File: src/rtl/seg_pkg.sv
package seg_pkg;
  typedef enum logic [1:0] {
    SEG_OK   = 2'b00,
    SEG_ILL  = 2'b01,
    SEG_VIRT = 2'b10
  } seg_res_e;

  typedef enum logic [1:0] {
    OP_RES  = 2'b00,
    OP_HREG = 2'b01,
    OP_SREG = 2'b10,
    OP_RSVD = 2'b11
  } seg_op_e;

  localparam logic [1:0] LVL_U = 2'b00;
  localparam logic [1:0] LVL_S = 2'b01;
  localparam logic [1:0] LVL_M = 2'b11;

  localparam int NUM_LVL = 3;
endpackage

File: src/rtl/seg_bit_pick.sv
module seg_bit_pick #(
  parameter int WORD_W = 64,
  localparam int SEL_W = $clog2(WORD_W)
) (
  input  logic [WORD_W-1:0] word,
  input  logic [SEL_W-1:0]  sel,
  output logic              bit_o
);
  always_comb bit_o = word[sel];
endmodule

File: src/rtl/seg_res_chk.sv
module seg_res_chk
  import seg_pkg::*;
(
  input  logic [1:0] priv,
  input  logic       virt,
  input  logic       ext_on,
  input  logic       smode_on,
  input  logic       m_bit,
  input  logic       h_bit,
  input  logic       s_bit,
  output seg_res_e   verdict
);
  logic is_user;
  always_comb is_user = (priv == LVL_U);

  always_comb begin
    verdict = SEG_OK;
    if (priv == LVL_M || !ext_on) begin
      verdict = SEG_OK;
    end else if (!m_bit) begin
      verdict = SEG_ILL;
    end else if (virt && !h_bit) begin
      verdict = SEG_VIRT;
    end else if (virt && is_user && !s_bit) begin
      verdict = SEG_VIRT;
    end else if (!virt && is_user && smode_on && !s_bit) begin
      verdict = SEG_ILL;
    end
  end
endmodule

File: src/rtl/seg_reg_chk.sv
module seg_reg_chk
  import seg_pkg::*;
(
  input  logic [1:0] op,
  input  logic [1:0] priv,
  input  logic       ext_on,
  input  logic       hmode_on,
  input  logic       smode_on,
  input  logic       dbg,
  input  logic       m_ctl,
  output seg_res_e   verdict
);
  logic mode_ok;
  always_comb mode_ok = (op == OP_HREG) ? hmode_on : smode_on;

  always_comb begin
    verdict = SEG_OK;
    if (!ext_on) begin
      verdict = SEG_ILL;
    end else if (!mode_ok) begin
      verdict = SEG_ILL;
    end else if (dbg) begin
      verdict = SEG_OK;
    end else if (priv != LVL_M && !m_ctl) begin
      verdict = SEG_ILL;
    end
  end
endmodule

File: src/rtl/seg_out_stage.sv
module seg_out_stage #(
  parameter bit REG_OUT = 1'b1
) (
  input  logic       clk,
  input  logic       rst_n,
  input  logic       vld_i,
  input  logic [1:0] res_i,
  output logic       vld_o,
  output logic [1:0] res_o
);
  generate
    if (REG_OUT) begin : g_reg
      always_ff @(posedge clk or negedge rst_n) begin
        if (!rst_n) begin
          vld_o <= 1'b0;
          res_o <= 2'b00;
        end else begin
          vld_o <= vld_i;
          res_o <= vld_i ? res_i : 2'b00;
        end
      end
    end else begin : g_comb
      always_comb begin
        vld_o = vld_i;
        res_o = vld_i ? res_i : 2'b00;
      end
    end
  endgenerate
endmodule

File: src/rtl/seg_gate.sv
module seg_gate
  import seg_pkg::*;
#(
  parameter int WORD_W  = 64,
  parameter bit REG_OUT = 1'b1,
  localparam int SEL_W  = $clog2(WORD_W),
  localparam int CTL_BIT = WORD_W - 1
) (
  input  logic              clk,
  input  logic              rst_n,
  input  logic              in_vld,
  input  logic [1:0]        op,
  input  logic [1:0]        priv,
  input  logic              virt,
  input  logic              ext_on,
  input  logic              smode_on,
  input  logic              hmode_on,
  input  logic              dbg,
  input  logic [WORD_W-1:0] m_word,
  input  logic [WORD_W-1:0] h_word,
  input  logic [WORD_W-1:0] s_word,
  input  logic [SEL_W-1:0]  bit_sel,
  output logic              out_vld,
  output logic [1:0]        res
);
  logic [NUM_LVL-1:0][WORD_W-1:0] words;
  logic [NUM_LVL-1:0]             picked;
  seg_res_e                       res_verdict;
  seg_res_e                       reg_verdict;
  logic [1:0]                     verdict;

  always_comb words = {s_word, h_word, m_word};

  generate
    for (genvar g = 0; g < NUM_LVL; g++) begin : g_pick
      seg_bit_pick #(.WORD_W(WORD_W)) u_pick (
        .word  (words[g]),
        .sel   (bit_sel),
        .bit_o (picked[g])
      );
    end
  endgenerate

  seg_res_chk u_res (
    .priv     (priv),
    .virt     (virt),
    .ext_on   (ext_on),
    .smode_on (smode_on),
    .m_bit    (picked[0]),
    .h_bit    (picked[1]),
    .s_bit    (picked[2]),
    .verdict  (res_verdict)
  );

  seg_reg_chk u_reg (
    .op       (op),
    .priv     (priv),
    .ext_on   (ext_on),
    .hmode_on (hmode_on),
    .smode_on (smode_on),
    .dbg      (dbg),
    .m_ctl    (m_word[CTL_BIT]),
    .verdict  (reg_verdict)
  );

  always_comb begin
    unique case (op)
      OP_RES:           verdict = res_verdict;
      OP_HREG, OP_SREG: verdict = reg_verdict;
      default:          verdict = SEG_ILL;
    endcase
  end

  seg_out_stage #(.REG_OUT(REG_OUT)) u_out (
    .clk   (clk),
    .rst_n (rst_n),
    .vld_i (in_vld),
    .res_i (verdict),
    .vld_o (out_vld),
    .res_o (res)
  );
endmodule

File: config.mk
export PLATFORM = sky130hd
export DESIGN_NAME = seg_gate
export DESIGN_NICKNAME = d
export VERILOG_FILES = /design/src/rtl/seg_pkg.sv /design/src/rtl/seg_bit_pick.sv /design/src/rtl/seg_res_chk.sv /design/src/rtl/seg_reg_chk.sv /design/src/rtl/seg_out_stage.sv /design/src/rtl/seg_gate.sv
export SDC_FILE = /design/constraint.sdc
export NUM_CORES = 1
export LEC_CHECK = 0
export BUFFER_PORTS_ARGS = -buffer_cell sky130_fd_sc_hd__buf_2
export CAP_MARGIN = 20
export CORE_MARGIN = 4
export CORE_UTILIZATION = 30
export CTS_CLUSTER_DIAMETER = 200
export DETAILED_ROUTE_END_ITERATION = 6
export PLACE_DENSITY_LB_ADDON = 0.12
export SLEW_MARGIN = 20
export SYNTH_ARGS = -nofsm -noshare
export SYNTH_HDL_FRONTEND = slang
export SYNTH_SLANG_ARGS = --single-unit
File: constraint.sdc
create_clock -name clk -period 0.8 [get_ports clk]
set_input_delay 0.08 -clock clk [delete_from_list [all_inputs] [get_ports clk]]
set_output_delay 0.08 -clock clk [all_outputs]
set_load 0.005 [all_outputs]
==> results of run 1 <==
-- where the power goes --
part           internal, mW  switching, mW
Clock                 0.340         0.0994
Sequential            0.161        0.00240
Combinational          1.08          0.618
Total                  1.58          0.720
-- state kept, by name (all words and copies together) (netlist names) --
signal	cells
u_out.res_o	2
u_out.vld_o	1
-- kinds of logic after synthesis --
family | Yosys count
AO/OA/AOI/OAI | 36
adder cells (fa/ha/maj) | 3
buffers and inverters | 23
flip-flops | 3
multiplexers | 69
AND/OR/NAND/NOR | 39
-- layout make-up --
class,count,area share
tap,75,0.0267
sequential,3,0.0213
inverter,4,0.00427
clock buffer,4,0.0128
timing repair buffer,254,0.440
multi-input combinational,147,0.495
-- critical path: cells and delay by family --
kind | cells | cell delay [ns]
multiplexers | 1 | 0.32
AO/OA/AOI/OAI | 5 | 0.83
AND/OR/NAND/NOR | 1 | 0.43
buffers and inverters | 1 | 0.11
-- routing by layer --
metal,track usage,vias up
met5,0,-
met4,0.0363,0
met3,0.0254,10
met2,0.386,152
met1,0.237,1168
li1,-,1224
-- cells in the mapped netlist (all sizes together) (2+ instances only) --
cell     n
mux4    37
mux2i   31
a22oi   13
buf     13
nand3    9
nand2    7
clkbuf   6
nor2     6
inv      4
nand3b   4
o21ai    4
a21oi    3
dfrtp    3
ha       3
nand4    3
a21boi   2
a31oi    2
a41oi    2
nor2b    2
nor3     2
nor3b    2
o211ai   2
o22ai    2
-- stage by stage --
step	hold slack, ns	util	setup TNS, ns	instances
5_1_grt	0.176	0.580	-1.68	487
4_1_cts	0.169	0.556	-1.50	481
3_5_place_dp	-0.114	0.532	-2.66	475
3_3_place_gp	-0.118	0.532	-2.63	475
6_report	0.162	0.580	-1.51	487
2_1_floorplan	-0.216	-	-1.78	173
-- worst max-delay path by stage --
stage,from,end,slack [ns],cells past startpoint
6_report,bit_sel[1],u_out.res_o[1],-0.83,8
3_5_place_dp,bit_sel[0],u_out.res_o[1],-1.36,7
3_3_place_gp,bit_sel[0],u_out.res_o[1],-1.33,7
4_1_cts,bit_sel[1],u_out.res_o[1],-0.83,8
2_1_floorplan,bit_sel[0],u_out.res_o[1],-0.90,7
5_1_grt,bit_sel[1],u_out.res_o[1],-0.89,8
-- repair_timing --
action	CTS	global route
endpoints found under the setup margin	2	4
resized for setup	24	13
hold endpoints to repair	4	0
hold buffers	2	0
gates cloned	0	2
setup buffers	0	4
pin swaps	0	6
==> reports/results.env, run 1 <==
TRITONCTS='yes'
SLEW_HEADROOM=0.812
MOSTFREQUENTLAYOUTCELLS='buf_2, mux4_2, mux2i_1, buf_4, a22oi_1'
REGISTER_AREA_UM2=75.1
WORST_PATH_LARGEST_CELL_DELAY_NS=0.43
CRITPATHLAUNCHTYPE='primary input'
CRITPATHKIND='primary input to flip-flop'
DPL-INSTANCE-AREA_UM2=3220
HOLD-PATH-CELL-COUNT=3
STD_CELL_ROWS=28
CTS_BUFFERS=3
DESIGN_AREA_UM2=3520
GP_CONGESTION=0.814
POST-ROUTE-DRC-COUNT=0
FLOORPLAN.INITIALDENSITY=0.315
CLK_TRANSITION_REPORTED_PATHS_NS=0.03
SYN_AREA_PER_CELL_UM2=11.1
POST_SYNTH_XOR_AREA_FRACTION=0
SYNTH_COMPOUND_AREA_FRAC=0.137
SYNTHESIS.AREA_UM2=1910
WL_PER_CELL_UM=17.2
IO_PINS=213
GRT_OVERFLOW=0
CTSROOTBUFFERMASTER='clkbuf_8'
NUMBER_OF_NETS_WITH_ANTENNA_VIOLATIONS_AFTER_DETAILED_ROUTING=0
POSTROUTEWIRELENGTH_MM=8.37
SETUP-VIOLATIONS-FINAL=2
FLOORPLAN.DIE_AREA_UM2=7710
FINALHOLDVIOLATIONS=0
SLOWEST_STAGE='or4_1'
MET1_LENGTH_MM=3.03
TOTAL_POWER_mW=2.30
VIAS_PER_CELL=5.24
SYNTH.MUX.AREA_FRACTION=0.626
FIRST_GLOBAL_VIAS=2624
PIN_COUNT_OF_THE_BIGGEST_NET_ENTERING_GLOBAL_ROUTING=18
CTS.PATH.MAX_BUFFERS=2
FINAL-MAX-SLEW-VIOLATION-COUNT=0
SYNTH_AREA_LEADER_CELL='mux4_2'
POST-PLACE-WS_NS=-1.36
DIODES=0
PEAKVDDDROP_mV=0.364
VIAS_AFTER_DETAILED_ROUTING=2554
CELLLEAKAGEPOWER_nW=1.80
SYNTH_SIMPLE_GATE_AREA_SHARE=0.108
MIN_PERIOD_NS=1.63
MIN_PERIOD_OVER_PERIOD=2.03
SYNTH_ENABLE_FLOP_CELLS=0
CP_DATA_ARRIVAL_TIME_NS=1.77
DPL.HPWL_MM=7.42
FINAL_NET_COUNT=626
FILLERS=568
WL_MET3_UM=911
NUMPORTBUFFERS=212
CHIPWIDTH_UM=87.8
WORSTMARGINPINSLEW_NS=0.282
SYNTHESIS.INSTANCES=173
CORE_REGION_AREA_UM2=6060
YOSYS_REGISTER_BITS=3
MOSTFREQUENTLAYOUTCELL='buf_2'
DIE_HEIGHT_UM=87.8
CTS.SINKS=3
SYNTH_TOP_FAMILY_BY_AREA='multiplexers'
POWER_DENSITY_nW_PER_UM2=653
SYNTHADDERAREAFRAC=0.0196
TOP_LAYER='met4'
LAYOUT-AREA-OVERHEAD-VS-SYNTH_PCT=84.0
SYNTH_WARNINGS=0
DRIVE_ABOVE_1_SHARE=0.723
CP_DATA_REQUIRED_TIME_NS=0.94
ASYNC_FLOP_SHARE=1.00
MULTI_INPUT_AREA_UM2=1740
POST-ROUTE-WORST-SETUP-SLACK_NS=-0.826
YS.FLOP_TYPE='dfrtp_1'
HOLD_PATH_END='u_out.res_o[0]'
RSZ0062_AT_GRT='yes'
GRT_PASS1_WL_MM=12.2
FMAXACHIEVABLE_MHz=615
HTREE_NUM_LEVELS=1
SYNTH_TOP_AREA_FRAC=0.306
GRTUSAGETOTAL=0.200
ANTENNA_FOUND_INITIAL=0
VIOLATIONS_IN_THE_FINAL_REPORTS='negative setup slack'
DRT-INITIAL-DRC-COUNT=72
DETAILEDROUTE.FIRSTPASSITERATIONCOUNT=4
SYNTH_CELL_TYPES=41
SYNTH.YOSYS.SEQ_AREA_SHARE=0.0393
HOLD_PATH.STARTPOINT='ext_on'
CRITICAL_PATH_PEAK_FANOUT=5
WORSTPATHCELLLIST='buf_12, mux4_2, o22ai_1, o31a_1, a31oi_1, o21ai_1, or4_1, a21oi_2'
SYNTH.AREA.TOP_CELLS='mux4_2, mux2i_1, mux4_1, a22oi_1, dfrtp_1'
ROUTED_LENGTH_ON_MET2_MM=4.31
WORST_SETUP_PATH_END_KIND='flip-flop'
RUN_STATUS='finished, violations left'
POST_SYNTHESIS_NET_COUNT=386
CAP_VIOL_MAX_COUNT=0
HP-CLASS='primary input to flip-flop'
Note: power is estimated with default switching activity, not from simulation.
==> inputs of run 2 (changes only) <==
--- a/config.mk
+++ b/config.mk
@@ -8,7 +8,7 @@
 export BUFFER_PORTS_ARGS = -buffer_cell sky130_fd_sc_hd__buf_2
 export CAP_MARGIN = 20
 export CORE_MARGIN = 4
-export CORE_UTILIZATION = 30
+export CORE_UTILIZATION = 35
 export CTS_CLUSTER_DIAMETER = 200
 export DETAILED_ROUTE_END_ITERATION = 6
 export PLACE_DENSITY_LB_ADDON = 0.12
==> run 2 against run 1 <==
The run still ends with negative setup slack left. Count of clock-buffer cells in the layout stayed put. Sequential power hardly changed. Non-clock buffer count is 6 lower. Worst hold slack worse by 0.086 ns. Highest routed layer unchanged. Clock power is 5.7% higher. Critical endpoint unchanged. Power is 1.2% lower. Critical path depth is 1 higher.
==> reports/results.env, run 2 (synthesized netlist as in run 1, its figures left out) <==
SETUP-VIOLATIONS-FINAL=2
DETAILEDROUTE.FIRSTPASSITERATIONCOUNT=4
POST-ROUTE-DRC-COUNT=0
CTS_BUFFERS=3
PLACE.DETAILED.INSTANCES=467
CTS.SINKS=3
TRITONCTS='yes'
WL_PER_CELL_UM=16.6
PEAKVDDDROP_mV=0.517
CORE_REGION_AREA_UM2=5200
GP_CONGESTION=0.798
POST-ROUTE-WORST-SETUP-SLACK_NS=-0.830
RUN_STATUS='finished, violations left'
FILLERS=470
PIN_COUNT_OF_THE_BIGGEST_NET_ENTERING_GLOBAL_ROUTING=19
DPL-INSTANCE-AREA_UM2=3220
CLK_TRANSITION_REPORTED_PATHS_NS=0.03
MIN_PERIOD_OVER_PERIOD=2.04
FLOORPLAN.DIE_AREA_UM2=6710
CRITPATHKIND='primary input to flip-flop'
MIN_PERIOD_NS=1.63
DPL.HPWL_MM=6.92
FIN_UTIL=0.656
WORST_SETUP_PATH_END_KIND='flip-flop'
LAYOUTNONFILLERINSTCOUNT=476
REGISTER_AREA_UM2=75.1
POSTROUTEWIRELENGTH_MM=7.90
FINALHOLDVIOLATIONS=0
VIAS_AFTER_DETAILED_ROUTING=2492
GRTUSAGETOTAL=0.224
CRITICAL_PATH_PEAK_FANOUT=5
ANTENNA_FOUND_INITIAL=0
LARGEST_REG_FLOPS=2
NUMPORTBUFFERS=212
FINAL_NET_COUNT=620
HTREE_NUM_LEVELS=1
CP_DATA_ARRIVAL_TIME_NS=1.78
IO_PINS=213
VIOLATIONS_IN_THE_FINAL_REPORTS='negative setup slack'
POWER_DENSITY_nW_PER_UM2=665
CRITPATHLAUNCHTYPE='primary input'
DIODES=0
GRT_OVERFLOW=0
FINAL-MAX-SLEW-VIOLATION-COUNT=0
MOSTFREQUENTLAYOUTCELL='buf_2'
LAYOUT-AREA-OVERHEAD-VS-SYNTH_PCT=78.5
STD_CELL_ROWS=26
CP_DATA_REQUIRED_TIME_NS=0.95
WORSTMARGINPINSLEW_NS=0.376
NUMBER_OF_NETS_WITH_ANTENNA_VIOLATIONS_AFTER_DETAILED_ROUTING=0
CHIPWIDTH_UM=81.9
MULTI_INPUT_AREA_UM2=1720
CTS.PATH.MAX_BUFFERS=2
FMAXACHIEVABLE_MHz=613
CAP_VIOL_MAX_COUNT=0
DIE_HEIGHT_UM=81.9
MOSTFREQUENTLAYOUTCELLS='buf_2, mux4_2, mux2i_1, buf_4, a22oi_1'
FLOORPLAN.INITIALDENSITY=0.367
DRIVE_ABOVE_1_SHARE=0.719
TOTAL_POWER_mW=2.27
FIRST_GLOBAL_VIAS=2579
DESIGN_AREA_UM2=3410
CTSROOTBUFFERMASTER='clkbuf_8'
BIGGEST_REGISTERS_AFTER_LAYOUT='u_out.res_o: 2 flops, u_out.vld_o: 1 flops'
TNS_NS=-1.59
LARGEST-REGISTER='u_out.res_o'
VIAS_PER_CELL=5.24
RSZ0062_AT_GRT='yes'
CELLLEAKAGEPOWER_nW=1.74
GRT_PASS1_WL_MM=11.5
DRT-INITIAL-DRC-COUNT=110
SLEW_HEADROOM=0.749
HP-CLASS='primary input to flip-flop'
## run 2: cell types whose count changed in the layout (fill, tap and decap cells not counted), moves of 2 or more
cell,delta
buf_6,-2
clkbuf_16,-2
buf_4,-2
nand3_1,-3
nand3_2,+3
## run 2: routing by layer
metal  GRT usage  up-vias  routed length (um)
met3      0.0428       21                 695
met5           0        -                   0
met4      0.0631        0                 139
met2       0.407      128                4140
li1            -     1214                   -
met1       0.266     1129                2930
## run 2: layout make-up
class | instances | share of cell area
sequential | 3 | 0.0220
timing repair buffer | 248 | 0.431
inverter | 4 | 0.00440
multi-input combinational | 147 | 0.504
clock buffer | 4 | 0.0132
tap | 70 | 0.0257
## run 2: critical path: stages
cell	delay (ns)
buf_12	0.12
buf_8	0.13
mux4_2	0.32
nor3_1	0.04
o31a_1	0.28
a31oi_2	0.16
o21ai_1	0.10
or4_1	0.43
a21oi_2	0.11
## run 2: power by group
group | internal (mW) | switching [mW] | total [mW]
sequential | 0.161 | 0.00239 | 0.163
combinational | 1.04 | 0.599 | 1.64
clock | 0.342 | 0.122 | 0.464
## run 2: what timing repair did
item                                    in CTS  in global routing
endpoints found under the setup margin       2                  3
resized for setup                           21                  2
hold buffers                                 1                  0
cloned                                       2                  0
hold endpoints to repair                     3                  0
setup buffers                                2                  0
## run 2: worst paths after layout
path	startpoint	to	cells past startpoint
setup / recovery	bit_sel[0]	u_out.res_o[1]	9
hold / removal	in_vld	u_out.vld_o	2
max in group asynchronous	rst_n	u_out.res_o[1]	2
min in group asynchronous	rst_n	u_out.vld_o	2
## run 2: stage by stage
stage / worst slack, ns / hold WS (ns)
floorplan: -0.901 / -0.216
global placement: -1.14 / -0.121
detailed placement: -1.19 / -0.119
CTS: -0.841 / 0.0679
global route: -0.893 / 0.0796
finish: -0.830 / 0.0758
